$ cat src/rtl/cfg_loader_pkg.sv
package cfg_loader_pkg;

    typedef enum logic [2:0] {
        ST_IDLE,
        ST_PROG,
        ST_RELEASE,
        ST_FETCH,
        ST_BIT_LO,
        ST_BIT_HI,
        ST_TAIL_LO,
        ST_TAIL_HI
    } ld_state_e;

    typedef enum logic [2:0] {
        CAUSE_NONE         = 3'd0,
        CAUSE_INIT_SET_TMO = 3'd1,
        CAUSE_INIT_CLR_TMO = 3'd2,
        CAUSE_CRC          = 3'd3,
        CAUSE_DONE_TMO     = 3'd4
    } ld_cause_e;

    typedef struct packed {
        logic      ok;
        logic      fail;
        ld_cause_e cause;
    } ld_status_t;

    function automatic logic in_tail(ld_state_e s);
        return (s == ST_TAIL_LO) || (s == ST_TAIL_HI);
    endfunction

    function automatic logic in_wait(ld_state_e s);
        return (s == ST_PROG) || (s == ST_RELEASE) || in_tail(s);
    endfunction

    function automatic logic clock_high(ld_state_e s);
        return (s == ST_BIT_HI) || (s == ST_TAIL_HI);
    endfunction

endpackage

$ cat src/rtl/cfg_tick_gen.sv
module cfg_tick_gen #(
    parameter int HALF_CYCLES = 2
) (
    input  logic clk,
    input  logic rst,
    input  logic run,
    output logic tick
);
    localparam int W = (HALF_CYCLES > 1) ? $clog2(HALF_CYCLES) : 1;
    localparam logic [W-1:0] LAST = W'(HALF_CYCLES - 1);

    logic [W-1:0] cnt;

    assign tick = run && (cnt == LAST);

    always_ff @(posedge clk) begin
        if (rst || !run || tick) cnt <= '0;
        else                     cnt <= cnt + 1'b1;
    end
endmodule

$ cat src/rtl/cfg_wait_timer.sv
module cfg_wait_timer #(
    parameter int LIMIT = 1000
) (
    input  logic clk,
    input  logic rst,
    input  logic clr,
    input  logic run,
    output logic expired
);
    localparam int W = (LIMIT > 1) ? $clog2(LIMIT) : 1;
    localparam logic [W-1:0] LAST = W'(LIMIT - 1);

    logic [W-1:0] cnt;

    assign expired = (cnt == LAST);

    always_ff @(posedge clk) begin
        if (rst || clr)           cnt <= '0;
        else if (run && !expired) cnt <= cnt + 1'b1;
    end
endmodule

$ cat src/rtl/cfg_bit_shifter.sv
module cfg_bit_shifter #(
    parameter int WIDTH = 8
) (
    input  logic             clk,
    input  logic             rst,
    input  logic             load,
    input  logic [WIDTH-1:0] data,
    input  logic             shift,
    output logic             bit_out,
    output logic             last
);
    localparam int IW = (WIDTH > 1) ? $clog2(WIDTH) : 1;
    localparam logic [IW-1:0] TOP = IW'(WIDTH - 1);

    logic [WIDTH-1:0] sh;
    logic [IW-1:0]    idx;

    assign bit_out = sh[WIDTH-1];
    assign last    = (idx == TOP);

    always_ff @(posedge clk) begin
        if (rst) begin
            sh  <= '0;
            idx <= '0;
        end else if (load) begin
            sh  <= data;
            idx <= '0;
        end else if (shift) begin
            sh  <= {sh[WIDTH-2:0], 1'b0};
            idx <= idx + 1'b1;
        end
    end
endmodule

$ cat src/rtl/cfg_serial_loader.sv
module cfg_serial_loader
    import cfg_loader_pkg::*;
#(
    parameter int HALF_CYCLES = 2,
    parameter int WAIT_CYCLES = 1250000,
    parameter int CNT_W       = 24
) (
    input  logic             clk,
    input  logic             rst,
    input  logic             start,
    input  logic [CNT_W-1:0] byte_count,
    input  logic [7:0]       in_data,
    input  logic             in_valid,
    output logic             in_ready,
    output logic             cfg_prog,
    input  logic             cfg_init,
    input  logic             cfg_done,
    output logic             cfg_cclk,
    output logic             cfg_dout,
    output logic             busy,
    output logic             done,
    output logic             err,
    output logic [2:0]       err_cause
);
    localparam int HALF_EFF = (HALF_CYCLES < 1) ? 1 : HALF_CYCLES;

    ld_state_e        state, nxt;
    ld_status_t       stat, stat_nxt;
    logic [CNT_W-1:0] left;
    logic             tick, expired, tmr_clr;
    logic             ser_bit, ser_last, ser_load, ser_shift;
    logic             crc_hit, take;

    cfg_tick_gen #(.HALF_CYCLES(HALF_EFF)) u_tick (
        .clk(clk), .rst(rst),
        .run(state == ST_BIT_LO || state == ST_BIT_HI || in_tail(state)),
        .tick(tick)
    );

    cfg_wait_timer #(.LIMIT(WAIT_CYCLES)) u_wait (
        .clk(clk), .rst(rst), .clr(tmr_clr), .run(in_wait(state)),
        .expired(expired)
    );

    cfg_bit_shifter #(.WIDTH(8)) u_shift (
        .clk(clk), .rst(rst), .load(ser_load), .data(in_data),
        .shift(ser_shift), .bit_out(ser_bit), .last(ser_last)
    );

    assign crc_hit   = cfg_init && !cfg_done;
    assign in_ready  = (state == ST_FETCH) && !crc_hit && (left != '0);
    assign take      = in_ready && in_valid;
    assign ser_load  = take;
    assign ser_shift = (state == ST_BIT_HI) && tick && !ser_last;
    assign tmr_clr   = (nxt != state) && !(in_tail(nxt) && in_tail(state));

    always_comb begin
        nxt      = state;
        stat_nxt = stat;
        unique case (state)
            ST_IDLE: if (start) begin
                nxt      = ST_PROG;
                stat_nxt = '{ok: 1'b0, fail: 1'b0, cause: CAUSE_NONE};
            end
            ST_PROG: begin
                if (cfg_init) nxt = ST_RELEASE;
                else if (expired) begin
                    nxt      = ST_IDLE;
                    stat_nxt = '{ok: 1'b0, fail: 1'b1, cause: CAUSE_INIT_SET_TMO};
                end
            end
            ST_RELEASE: begin
                if (!cfg_init) nxt = ST_FETCH;
                else if (expired) begin
                    nxt      = ST_IDLE;
                    stat_nxt = '{ok: 1'b0, fail: 1'b1, cause: CAUSE_INIT_CLR_TMO};
                end
            end
            ST_FETCH: begin
                if (crc_hit) begin
                    nxt      = ST_IDLE;
                    stat_nxt = '{ok: 1'b0, fail: 1'b1, cause: CAUSE_CRC};
                end else if (left == '0) nxt = ST_TAIL_LO;
                else if (take)           nxt = ST_BIT_LO;
            end
            ST_BIT_LO: if (tick) nxt = ST_BIT_HI;
            ST_BIT_HI: if (tick) nxt = ser_last ? ST_FETCH : ST_BIT_LO;
            ST_TAIL_LO, ST_TAIL_HI: begin
                if (cfg_done) begin
                    nxt      = ST_IDLE;
                    stat_nxt = '{ok: 1'b1, fail: 1'b0, cause: CAUSE_NONE};
                end else if (expired) begin
                    nxt      = ST_IDLE;
                    stat_nxt = '{ok: 1'b0, fail: 1'b1, cause: CAUSE_DONE_TMO};
                end else if (tick) begin
                    nxt = (state == ST_TAIL_LO) ? ST_TAIL_HI : ST_TAIL_LO;
                end
            end
            default: nxt = ST_IDLE;
        endcase
    end

    always_ff @(posedge clk) begin
        if (rst) begin
            state <= ST_IDLE;
            stat  <= '{ok: 1'b0, fail: 1'b0, cause: CAUSE_NONE};
            left  <= '0;
        end else begin
            state <= nxt;
            stat  <= stat_nxt;
            if (state == ST_IDLE && start) left <= byte_count;
            else if (take)                 left <= left - 1'b1;
        end
    end

    assign busy      = (state != ST_IDLE);
    assign cfg_prog  = (state == ST_PROG);
    assign cfg_cclk  = clock_high(state);
    assign cfg_dout  = in_tail(state) ? 1'b1 :
                       ((state == ST_BIT_LO || state == ST_BIT_HI) ? ser_bit : 1'b0);
    assign done      = stat.ok;
    assign err       = stat.fail;
    assign err_cause = stat.cause;
endmodule

$ cat config.mk
export PLATFORM = sky130hd
export DESIGN_NAME = cfg_serial_loader
export DESIGN_NICKNAME = d
export VERILOG_FILES = /design/src/rtl/cfg_loader_pkg.sv /design/src/rtl/cfg_tick_gen.sv /design/src/rtl/cfg_wait_timer.sv /design/src/rtl/cfg_bit_shifter.sv /design/src/rtl/cfg_serial_loader.sv
export SDC_FILE = /design/constraint.sdc
export NUM_CORES = 1
export LEC_CHECK = 0
export BUFFER_PORTS_ARGS = -buffer_cell sky130_fd_sc_hd__buf_2
export CAP_MARGIN = 20
export CORE_MARGIN = 3
export CORE_UTILIZATION = 58
export CTS_CLUSTER_DIAMETER = 30
export DETAILED_ROUTE_END_ITERATION = 6
export GPL_TIMING_DRIVEN = 0
export PLACE_DENSITY = 0.85
export SYNTH_ARGS = -nofsm -noshare
export SYNTH_HDL_FRONTEND = slang
export SYNTH_SLANG_ARGS = --single-unit
export TNS_END_PERCENT = 30
$ cat constraint.sdc
create_clock -name clk -period 2.76 [get_ports clk]
set_clock_uncertainty 0.2 [all_clocks]
set_input_delay 0.138 -clock clk [delete_from_list [all_inputs] [get_ports clk]]
set_output_delay 0.138 -clock clk [all_outputs]
set_load 0.05 [all_outputs]
; ---- Word level (Yosys, flattened, before mapping)
; Cells that the tools add are included.
[totals]
regBits = 65
input_bits = 38
output_inout_bits = 10
word_cells = 99
[op_classes]
n_addsub = 4
n_eq_ne = 19
mux = 30
n_reduce_logical = 37
[ops]
columns = op, count
row1 = $mux W24, 2
row2 = $mux W5, 8
row3 = $mux W3, 13
row4 = $pmux W5 S5, 1
row5 = $logic_not A24 Y1, 1
row6 = $reduce_bool A24 Y1, 1
row7 = $sub A24 B1 Y24 const B, 1
row8 = $add A21 B1 Y21 const B, 1
row9 = $eq A21 B21 Y1 const B, 1
row10 = $eq A3 B3 Y1 const B, 7
row11 = $pmux W3 S7, 1
row12 = $mux W8, 2
row13 = $logic_and A1 B1 Y1, 11
row14 = $logic_or A1 B1 Y1, 10
row15 = $ne A2 B2 Y1 const B, 4
row16 = $reduce_and A8 Y1, 1
row17 = $eq A3 B2 Y1 const B, 2
row18 = $logic_not A1 Y1, 6
row19 = $reduce_bool A5 Y1, 1
row20 = $ne A2 B1 Y1 const B, 2
row21 = $reduce_bool A2 Y1, 2
row22 = $reduce_or A2 Y1, 2
row23 = $add A3 B1 Y3 const B, 1
row24 = $eq A3 B1 Y1 const B, 1
row25 = other kinds (6), 8

; ---- Logic depth before layout (Yosys ltp)
; Gate-level depths: netlist (run 1).
[logic_depth]
ltp_word = 16
mapped_depth = 9

; ---- By module
; A second synthesis (run 1) with hierarchy kept.
[hier_totals]
hier_cells = 449
area_unflattened_um2 = 3708.6
[by_module_without_submodules]
columns = mod, n_inst, cells_each, area_each_um2, seq_area_each_um2
row1 = cfg_serial_loader, 1, 280, 2127.0, 640.6
row2 = cfg_wait_timer, 1, 119, 1044.8, 420.4
row3 = cfg_bit_shifter, 1, 47, 496.7, 220.2
row4 = cfg_tick_gen, 1, 3, 40.0, 20.0

; ---- Worst setup path before layout (run 1)
; OpenSTA, ideal clock, no wires.
[synth_timing]
path_kind = reg2reg
from = reg left[0]
to = reg left[20]
setup_time_ns = 0.079
arrival_ns = 2.129
slack_ns = 0.351
path_stages_with_launch = 9
path_buffers = 0
period_less_slack_ns = 2.409
cell_sequence = dfxtp_1 -> inv_1 -> ha_1 -> nor4b_1 -> nand4_2 -> or4b_4 -> nor4b_2 -> xnor2_1 -> a211oi_2
[synth_via]
elab_chain_len = 4
word_cells_on_any_way = 7
cone_classes = add/sub (1) / mux (2) / reduce/logical (4)
[synth_rtl]
columns = item, line
row1 = start: declaration, cfg_serial_loader.sv:29  ; logic [CNT_W-1:0] left;
row2 = start signal: assignment, cfg_serial_loader.sv:111  ; if (state == ST_IDLE && start) left <= byte_count;
row3 = start signal: assignment, cfg_serial_loader.sv:112  ; else if (take) left <= left - 1'b1;
row4 = "parallel branches: the longest is 4 deep, another holds $sub A24 B1 Y24", --
; Parallel ways; which one is timed is not known. The select of a mux whose other input is x is not followed.
; A chain may end at the register's enable or synchronous reset.

; ---- Worst setup path in the final report (run 1)
; Same ends and word-level chain as after synthesis.

==> impl_metrics.toml, run 1 <==
[cts]
cts_tree = "yes"
clockRootBuffer = "clkbuf_8"
cts-buffers-inserted = 9
clk_pin_slew_worst_paths_ns = 0.07
cts.sinks = 65
clk_latency_ns = 0.35
h-tree-depth = 3
clk_path_buf_depth = 2

[routing]
drtAntennaViolNets = 0
remaining_drc_errors = 0
routed-via-count = 3618
drt_pass1_iterations = 5
drtIter0Drc = 266
viasPerCell = 6.101
avgRoutedWirePerCell_um = 16.05
totalWireLength_um = 9518

[floorplan]
fp.dieH_um = 83.92
die_w_um = 83.92
ios = 48
initial_core_util_pct = 62.04
rows = 27
dieArea_sq_um = 7042
core_sq_um = 5675

[yosys]
syn_avg_cell_area_sq_um = 8.343
synthTopCellsByArea = "dfxtp_1 (37%), xnor2_1 (8.2%), nor2_1 (5.3%)"
synth_top_area_share_pct = 36.96
ys_types = 55
ys_async_sr_fraction_pct = 0
syn_nets = 464
syn_inst = 422
synth_edf_count = 0
synthFlopType = "dfxtp_1"
ys_seq_area_share_pct = 36.96
yosysTopAreaCell = "dfxtp_1"
netlist_area_sq_um = 3521
yosys_register_bits = 65
ys_warn_count = 0

[power_and_ir_drop]
p_total_uw = 2218
p_per_area_nw_per_um2 = 498.8
p_clk_share_pct = 35.5
internal_power_uw = 1582
p_comb_share_pct = 18.1
power.leakage_uw = 0.001715
switching_share_pct = 28.67
switchingPower_uw = 636.0
vdd_drop_max_mv = 0.4133
seqPwrFrac_pct = 46.4

[worst_setup_path]
cp_max_fo = 7
start_kind = "flip-flop"
rrSetupSlack_ns = 0.05
crit_arrival_ns = 2.77
endpoint_kind = "flip-flop"
required_ns = 2.82
crit_type = "flip-flop to flip-flop"

[cells_and_area]
final_util_pct = 78.37
drive_gt1_share_pct = 15.93
final_cell_mix = "dfxtp_1 (65), buf_2 (51), nor2_1 (50)"
layout_commonest_cell = "dfxtp_1"
antenna_cells = 0
fill_cells = 382
final_nets = 560
syn2layout_area_growth_pct = 26.33

[timing]
rsz0062_at_grt = "true"
tightest_slew_ns = 0.6391
drv_slew = 0
finalCritPeriodShare_pct = 98.21
finalSetupViolCount = 0
post-route-min-period_ns = 2.711
slew_headroom_pct = 57.39
hold_viol = 0
fmax_ghz = 0.3689
worst_slack_ns = 0.04928

[flow_run]
drv_cap = 0

[hold_path]
min_path_type = "input pin to flip-flop"

[placed_design]
preCtsSetupSlack_ns = -0.008745
place_congestion = 0.9493
io_buffer_count = 46
dp_hpwl_um = 6204

[global_routing]
antenna_found_initial = 0
grt_max_degree = 11
grt_pass1_wl_um = 15500
grt_pass1_vias = 3439
overflow = 0
grtUsageTotal_pct = 26.68

[outcome]
status = "completed"
==> what timing repair did <==
action / 4_1_cts / 5_1_grt
buffers inserted: 0 / 5
gates resized for setup: 2 / 9
hold endpoints to repair: 34 / 0
hold buffers: 34 / 0
endpoints found under the setup margin: 8 / 41
pin swaps: 0 / 2
==> flip-flops by register name, summed over array words and instances, names as in the netlist <==
register and flops:
u_tick.cnt 1, u_shift.idx 3, u_shift.sh 8, state 3, err_cause 3, done 1, err 1, left 24
u_wait.cnt 21
==> final cells by class <==
type | count | area (sq um) | share of cell area (%)
Clock inverter | 3 | 42.54 | 0.9564
Sequential cell | 65 | 1301 | 29.25
Multi-Input combinational cell | 320 | 2110 | 47.43
Buffer | 25 | 106.4 | 2.391
Timing Repair Buffer | 85 | 608.1 | 13.67
Tap cell | 72 | 90.09 | 2.025
Inverter | 12 | 48.80 | 1.097
Clock buffer | 11 | 141.4 | 3.179
==> synth_stat cells, types with 2 or more instances <==
cell,instances
nor3_1,25
mux2i_1,15
dfxtp_1,65
o21ai_0,11
nand4_1,6
ha_1,4
nand2b_1,5
clkbuf_1,17
a31oi_1,2
a211oi_1,21
xor2_1,8
or4_1,5
nand2_1,19
nor2_1,50
nor3b_1,2
o31a_1,3
a311oi_1,3
and3_1,5
nor4b_1,3
nor2b_1,3
or3_1,7
o211a_1,3
and2_1,3
o211ai_1,6
a21oi_1,29
nand3_1,13
o22ai_1,2
buf_2,5
and4_1,2
nor4_1,12
xnor2_1,33
buf_1,2
inv_1,11
==> layer usage <==
layer  global-route usage, %  wire length [um]  vias to the layer above
met5                       0                 0                        -
met4                   12.13               275                        0
li1                        -                 -                     1728
met3                   5.824               648                       28
met2                   42.81              4488                      164
met1                   34.19              4106                     1698
==> power groups by stage <==
stage	sequential (uW)	clock [uW]	combinational, uW
final	1030	787	401
after global routing	1030	827	438
after floorplan	1050	0	241
after global placement	1040	0	331
after CTS	1030	792	383
after detailed placement	1050	0	341
==> path summary, 6_finish.rpt <==
kind	end	depth (start not counted)	start
worst min register to register	u_shift.sh[0]	2	u_shift.sh[0]
worst min-delay path	state[2]	4	in_valid
worst max-delay path	left[20]	8	left[0]
worst max register to register	left[20]	8	left[0]
==> worst max-delay path: stages (launching register included) <==
cell,delay [ns]
dfxtp_1,0.36
inv_1,0.09
ha_1,0.20
nor4b_4,0.24
nand4_2,0.26
or4b_4,0.60
nor4b_2,0.32
xnor2_1,0.13
a211oi_2,0.23
==> per-stage QoR <==
stage / TNS (ns) / std cells / area (sq um) / hold slack, ns
finish: 0 / 593 / 4448 / 0.06818
detailed placement: -0.009701 / 540 / 3841 / 0.1529
CTS: 0 / 588 / 4375 / 0.04519
global placement: 0 / 540 / 3841 / 0.1471
global route: -0.03356 / 593 / 4448 / 0.1028
floorplan: 0 / 422 / 3521 / 0.04662
==> logic make-up (layout without fill, tap and decap cells) <==
family,after synthesis,after routing,share of synthesized area [%]
AOI/OAI and AO/OA,91,91,17.13
xor gates and xnor gates,41,41,10.20
adders and majority gates,4,4,1.422
buffers and inverters,37,136,4.229
DFF,65,65,36.96
muxes,15,15,4.264
and+or+nand+nor,169,169,25.80
Power figures use the tool's default switching activity.
==> run 2, diff against run 1 <==
--- a/config.mk
+++ b/config.mk
@@ -7,6 +7,7 @@
 export LEC_CHECK = 0
 export BUFFER_PORTS_ARGS = -buffer_cell sky130_fd_sc_hd__buf_2
 export CAP_MARGIN = 20
+export CORE_ASPECT_RATIO = 1.5
 export CORE_MARGIN = 3
 export CORE_UTILIZATION = 58
 export CTS_CLUSTER_DIAMETER = 30
==> impl_metrics.toml, run 2 (same netlist as run 1, synthesis figures left out) <==
[floorplan]
dieArea_sq_um = 7061
initial_core_util_pct = 60.41
fp.dieH_um = 101.4
ios = 48
rows = 34
core_sq_um = 5828
die_w_um = 69.62

[cts]
h-tree-depth = 3
clk_pin_slew_worst_paths_ns = 0.07
cts-buffers-inserted = 9
cts.sinks = 65
clk_path_buf_depth = 2
cts_tree = "yes"
clockRootBuffer = "clkbuf_8"
clk_latency_ns = 0.35

[timing]
drv_slew = 0
tightest_slew_ns = 0.6491
hold_viol = 0
finalCritPeriodShare_pct = 93.86
rsz0062_at_grt = "true"
hold_ws_ns = 0.05341
fmax_ghz = 0.3860
slew_headroom_pct = 56.73
post-route-min-period_ns = 2.590
worst_slack_ns = 0.1696
finalSetupViolCount = 0

[global_routing]
overflow = 0
grt_pass1_wl_um = 15900
grt_pass1_vias = 3521
antenna_found_initial = 0
grtUsageTotal_pct = 27.76
grt_max_degree = 13

[routing]
viasPerCell = 6.139
avgRoutedWirePerCell_um = 16.45
remaining_drc_errors = 0
drtIter0Drc = 259
drtAntennaViolNets = 0
totalWireLength_um = 9806
drt_pass1_iterations = 7
routed-via-count = 3659

[flow_run]
drv_cap = 0

[placed_design]
placed_cell_area_sq_um = 3841
io_buffer_count = 46
preCtsSetupSlack_ns = -0.1020
place_congestion = 0.9281
dp_hpwl_um = 6355

[cells_and_area]
largest_register = "left"
final_nets = 561
syn2layout_area_growth_pct = 28.96
largest_reg_flops = 24
final_cell_area_sq_um = 4541
final_util_pct = 77.91
final_cell_mix = "dfxtp_1 (65), buf_2 (51), nor2_1 (50)"
drive_gt1_share_pct = 15.84
antenna_cells = 0
reg_top3 = "left: 24 flops, u_wait.cnt: 21 flops, u_shift.sh: 8 flops"
layout_commonest_cell = "dfxtp_1"

[outcome]
status = "completed"

[worst_setup_path]
endpoint_kind = "flip-flop"
start_kind = "flip-flop"
required_ns = 2.77
crit_type = "flip-flop to flip-flop"
crit_arrival_ns = 2.60
cp_max_fo = 7

[hold_path]
min_path_type = "input pin to flip-flop"

[power_and_ir_drop]
p_per_area_nw_per_um2 = 573.5
power.leakage_uw = 0.001753
vdd_drop_max_mv = 0.4996
run 2: worst paths after layout:
kind / start / to / slack [ns] / depth (start not counted)
setup / recovery: left[9] / left[20] / 0.17 / 6
hold / removal: in_valid / state[2] / 0.05 / 4
setup reg to reg: left[9] / left[20] / 0.17 / 6
hold reg to reg: u_shift.sh[5] / u_shift.sh[5] / 0.27 / 2
run 2: timing repair:
item	4_1_cts	5_1_grt
hold buffers	34	0
gates resized for setup	1	3
pin swaps	0	4
setup buffers	0	6
setup endpoints to repair	7	39
endpoints found under the hold margin	34	0
run 2: final cells by class:
| type | count | area (sq um) |
|---|---|---|
| fillers | 354 | 1287 |
| plain buffers | 25 | 103.9 |
| clock inverters | 7 | 166.4 |
| clock buffers | 9 | 123.9 |
| well taps | 72 | 90.09 |
| multi-input cells | 320 | 2095 |
| inverters | 12 | 45.04 |
| repair buffers | 86 | 615.6 |
| flip-flops and latches | 65 | 1301 |
run 2: critical path: stages, from the launching register on:
cell and delay (ns):
dfxtp_1 0.36, nor4_1 0.48, nand4_2 0.25, or4b_4 0.59, nor4b_2 0.32, xnor2_1 0.17
a211oi_2 0.09
run 2: routing by layer:
| metal | global-route usage [%] | routed length, um | vias to the layer above |
|---|---|---|---|
| met3 | 5.958 | 554 | 48 |
| met2 | 49.93 | 5172 | 168 |
| met4 | 15.34 | 446 | 0 |
| met1 | 30.37 | 3633 | 1708 |
| li1 | - | - | 1735 |
| met5 | 0 | 0 | - |
run 2: metrics by stage:
stage                     std cells  total power, uW    TNS, ns
after CTS                       590             2587          0
after global routing            596             2681  -0.002797
final                           596             2604          0
after global placement          540             1378          0
after detailed placement        540             1388    -0.1455
after floorplan                 422             1286          0
run 2: power by group:
group / total, uW / internal, uW / switching, uW
sequential: 1030 / 979 / 48.3
combinational: 405 / 170 / 234
clock: 1170 / 784 / 388
total: 2600 / 1930 / 671
==> run 3, diff against run 2 <==
--- a/config.mk
+++ b/config.mk
@@ -9,11 +9,12 @@
 export CAP_MARGIN = 20
 export CORE_ASPECT_RATIO = 1.5
 export CORE_MARGIN = 3
-export CORE_UTILIZATION = 58
+export CORE_UTILIZATION = 60
+export CTS_BUF_LIST = sky130_fd_sc_hd__clkbuf_2
 export CTS_CLUSTER_DIAMETER = 30
 export DETAILED_ROUTE_END_ITERATION = 6
 export GPL_TIMING_DRIVEN = 0
-export PLACE_DENSITY = 0.85
+export PLACE_DENSITY = 0.88
 export SYNTH_ARGS = -nofsm -noshare
 export SYNTH_HDL_FRONTEND = slang
 export SYNTH_SLANG_ARGS = --single-unit
==> impl_metrics.toml, run 3 (same netlist as run 1, synthesis figures left out) <==
[cells_and_area]
antenna_cells = 0
reg_top3 = "left: 24 flops, u_wait.cnt: 21 flops, u_shift.sh: 8 flops"
final_nets = 566
drive_gt1_share_pct = 16.48
fill_cells = 345
layout_commonest_cell = "dfxtp_1"
syn2layout_area_growth_pct = 25.55
largest_register = "left"
largest_reg_flops = 24
final_cell_mix = "dfxtp_1 (64), nor2_1 (50), buf_2 (49)"

[worst_setup_path]
endpoint_kind = "flip-flop"
cp_max_fo = 10
worstRegToRegCells = 8
required_ns = 2.96
rrSetupSlack_ns = 0.06
timing.rr.start = "state[0]"
start_kind = "flip-flop"
crit_type = "flip-flop to flip-flop"
crit_arrival_ns = 2.91
reg2reg_to = "u_shift.sh[7]"

[timing]
finalCritPeriodShare_pct = 97.98
post-route-min-period_ns = 2.704
setup_tns_ns = 0
finalSetupViolCount = 0
hold_viol = 0
rsz0062_at_grt = "true"
fmax_ghz = 0.3698
worst_slack_ns = 0.05562
hold_ws_ns = 0.08659
drv_slew = 0
tightest_slew_ns = 0.6485
slew_headroom_pct = 56.77

[floorplan]
die_w_um = 68.55
core_sq_um = 5574
ios = 48
initial_core_util_pct = 63.16
rows = 33
fp.dieH_um = 99.82
dieArea_sq_um = 6842

[power_and_ir_drop]
power.leakage_uw = 0.001714
p_per_area_nw_per_um2 = 450.5
vdd_drop_max_mv = 0.3724

[global_routing]
overflow = 0
grt_pass1_wl_um = 16010
antenna_found_initial = 0
grtUsageTotal_pct = 30.10
grt_max_degree = 11
grt_pass1_vias = 3714

[hold_path]
hold_start = "cfg_init"
min_path_type = "input pin to flip-flop"
hold_path_depth = 4
holdPathEnd = "state[1]"

[routing]
drt_pass1_iterations = 5
avgRoutedWirePerCell_um = 16.73
drtAntennaViolNets = 0
routed-via-count = 3778
remaining_drc_errors = 0
totalWireLength_um = 10010
drtIter0Drc = 253
viasPerCell = 6.318

[outcome]
status = "completed"

[cts]
clk_pin_slew_worst_paths_ns = 0.18
h-tree-depth = 3
cts-buffers-inserted = 9
clk_latency_ns = 0.51
clockRootBuffer = "clkbuf_2"
cts.sinks = 65
cts_tree = "yes"
clk_path_buf_depth = 2

[placed_design]
io_buffer_count = 46
preCtsSetupSlack_ns = -0.08518
place_congestion = 0.9460
dp_hpwl_um = 6358

[flow_run]
drv_cap = 0
-- run 3: cell types whose count changed in the layout (fill, tap and decap cells not counted), sizes merged --
cell         previous run  this run
inv                    11        12
clkbuf                 26        28
clkinv                  2         3
bufinv                  5         1
buf                    60        61
clkinvlp                1         0
dlygate4sd3            34        38
-- run 3: report_power, final --
part / total, uW / internal [uW] / switching [uW]
Sequential: 1030 / 981 / 53.1
Clock: 543 / 208 / 335
Combinational: 414 / 178 / 236
-- run 3: metrics by stage --
stage                     area (sq um)  std cells  power, uW  util [%]
after global routing              4420        598       2066     79.30
final                             4420        598       1991     79.30
after floorplan                   3521        422       1286         -
after CTS                         4329        591       1958     77.67
after global placement            3839        538       1375     68.87
after detailed placement          3839        538       1389     68.87
-- run 3: worst max-delay path by stage --
stage,startpoint,to,cells past startpoint
3_3_place_gp,left[0],u_shift.sh[4],9
6_report,state[0],u_shift.sh[7],8
3_5_place_dp,left[16],u_shift.sh[4],7
2_1_floorplan,left[0],left[20],8
4_1_cts,left[0],left[20],8
5_1_grt,state[0],u_shift.sh[7],8
-- run 3: layout make-up --
type	count	area, sq um	share of cell area (%)
multi-input cells	320	2113	47.81
flip-flops and latches	65	1303	29.47
repair buffers	91	663.1	15.00
plain buffers	25	108.9	2.462
well taps	70	87.58	1.981
clock buffers	11	55.05	1.245
clock inverters	4	45.04	1.019
inverters	12	45.04	1.019
-- run 3: repair_timing --
| item | 4_1_cts | 5_1_grt |
|---|---|---|
| pin swaps | 1 | 5 |
| resized for setup | 2 | 11 |
| buffers inserted | 0 | 7 |
| hold buffers | 38 | 0 |
| hold endpoints to repair | 35 | 0 |
| setup endpoints to repair | 14 | 45 |
-- run 3: critical path, cell delays in order, from the launching register on --
cell and delay, ns:
dfxtp_1 0.33, buf_2 0.19, clkbuf_1 0.37, inv_1 0.19
nor2_1 0.20, nand3_1 0.21, buf_1 0.36, mux2i_1 0.22
a211oi_1 0.35
-- run 3: routing by layer --
metal	vias to the layer above	GRT usage [%]	share of wire [%]
li1	1738	-	-
met1	1768	30.83	36
met2	197	53.64	53
met3	75	5.935	6.3
met4	0	18.07	5.4
met5	-	0	0
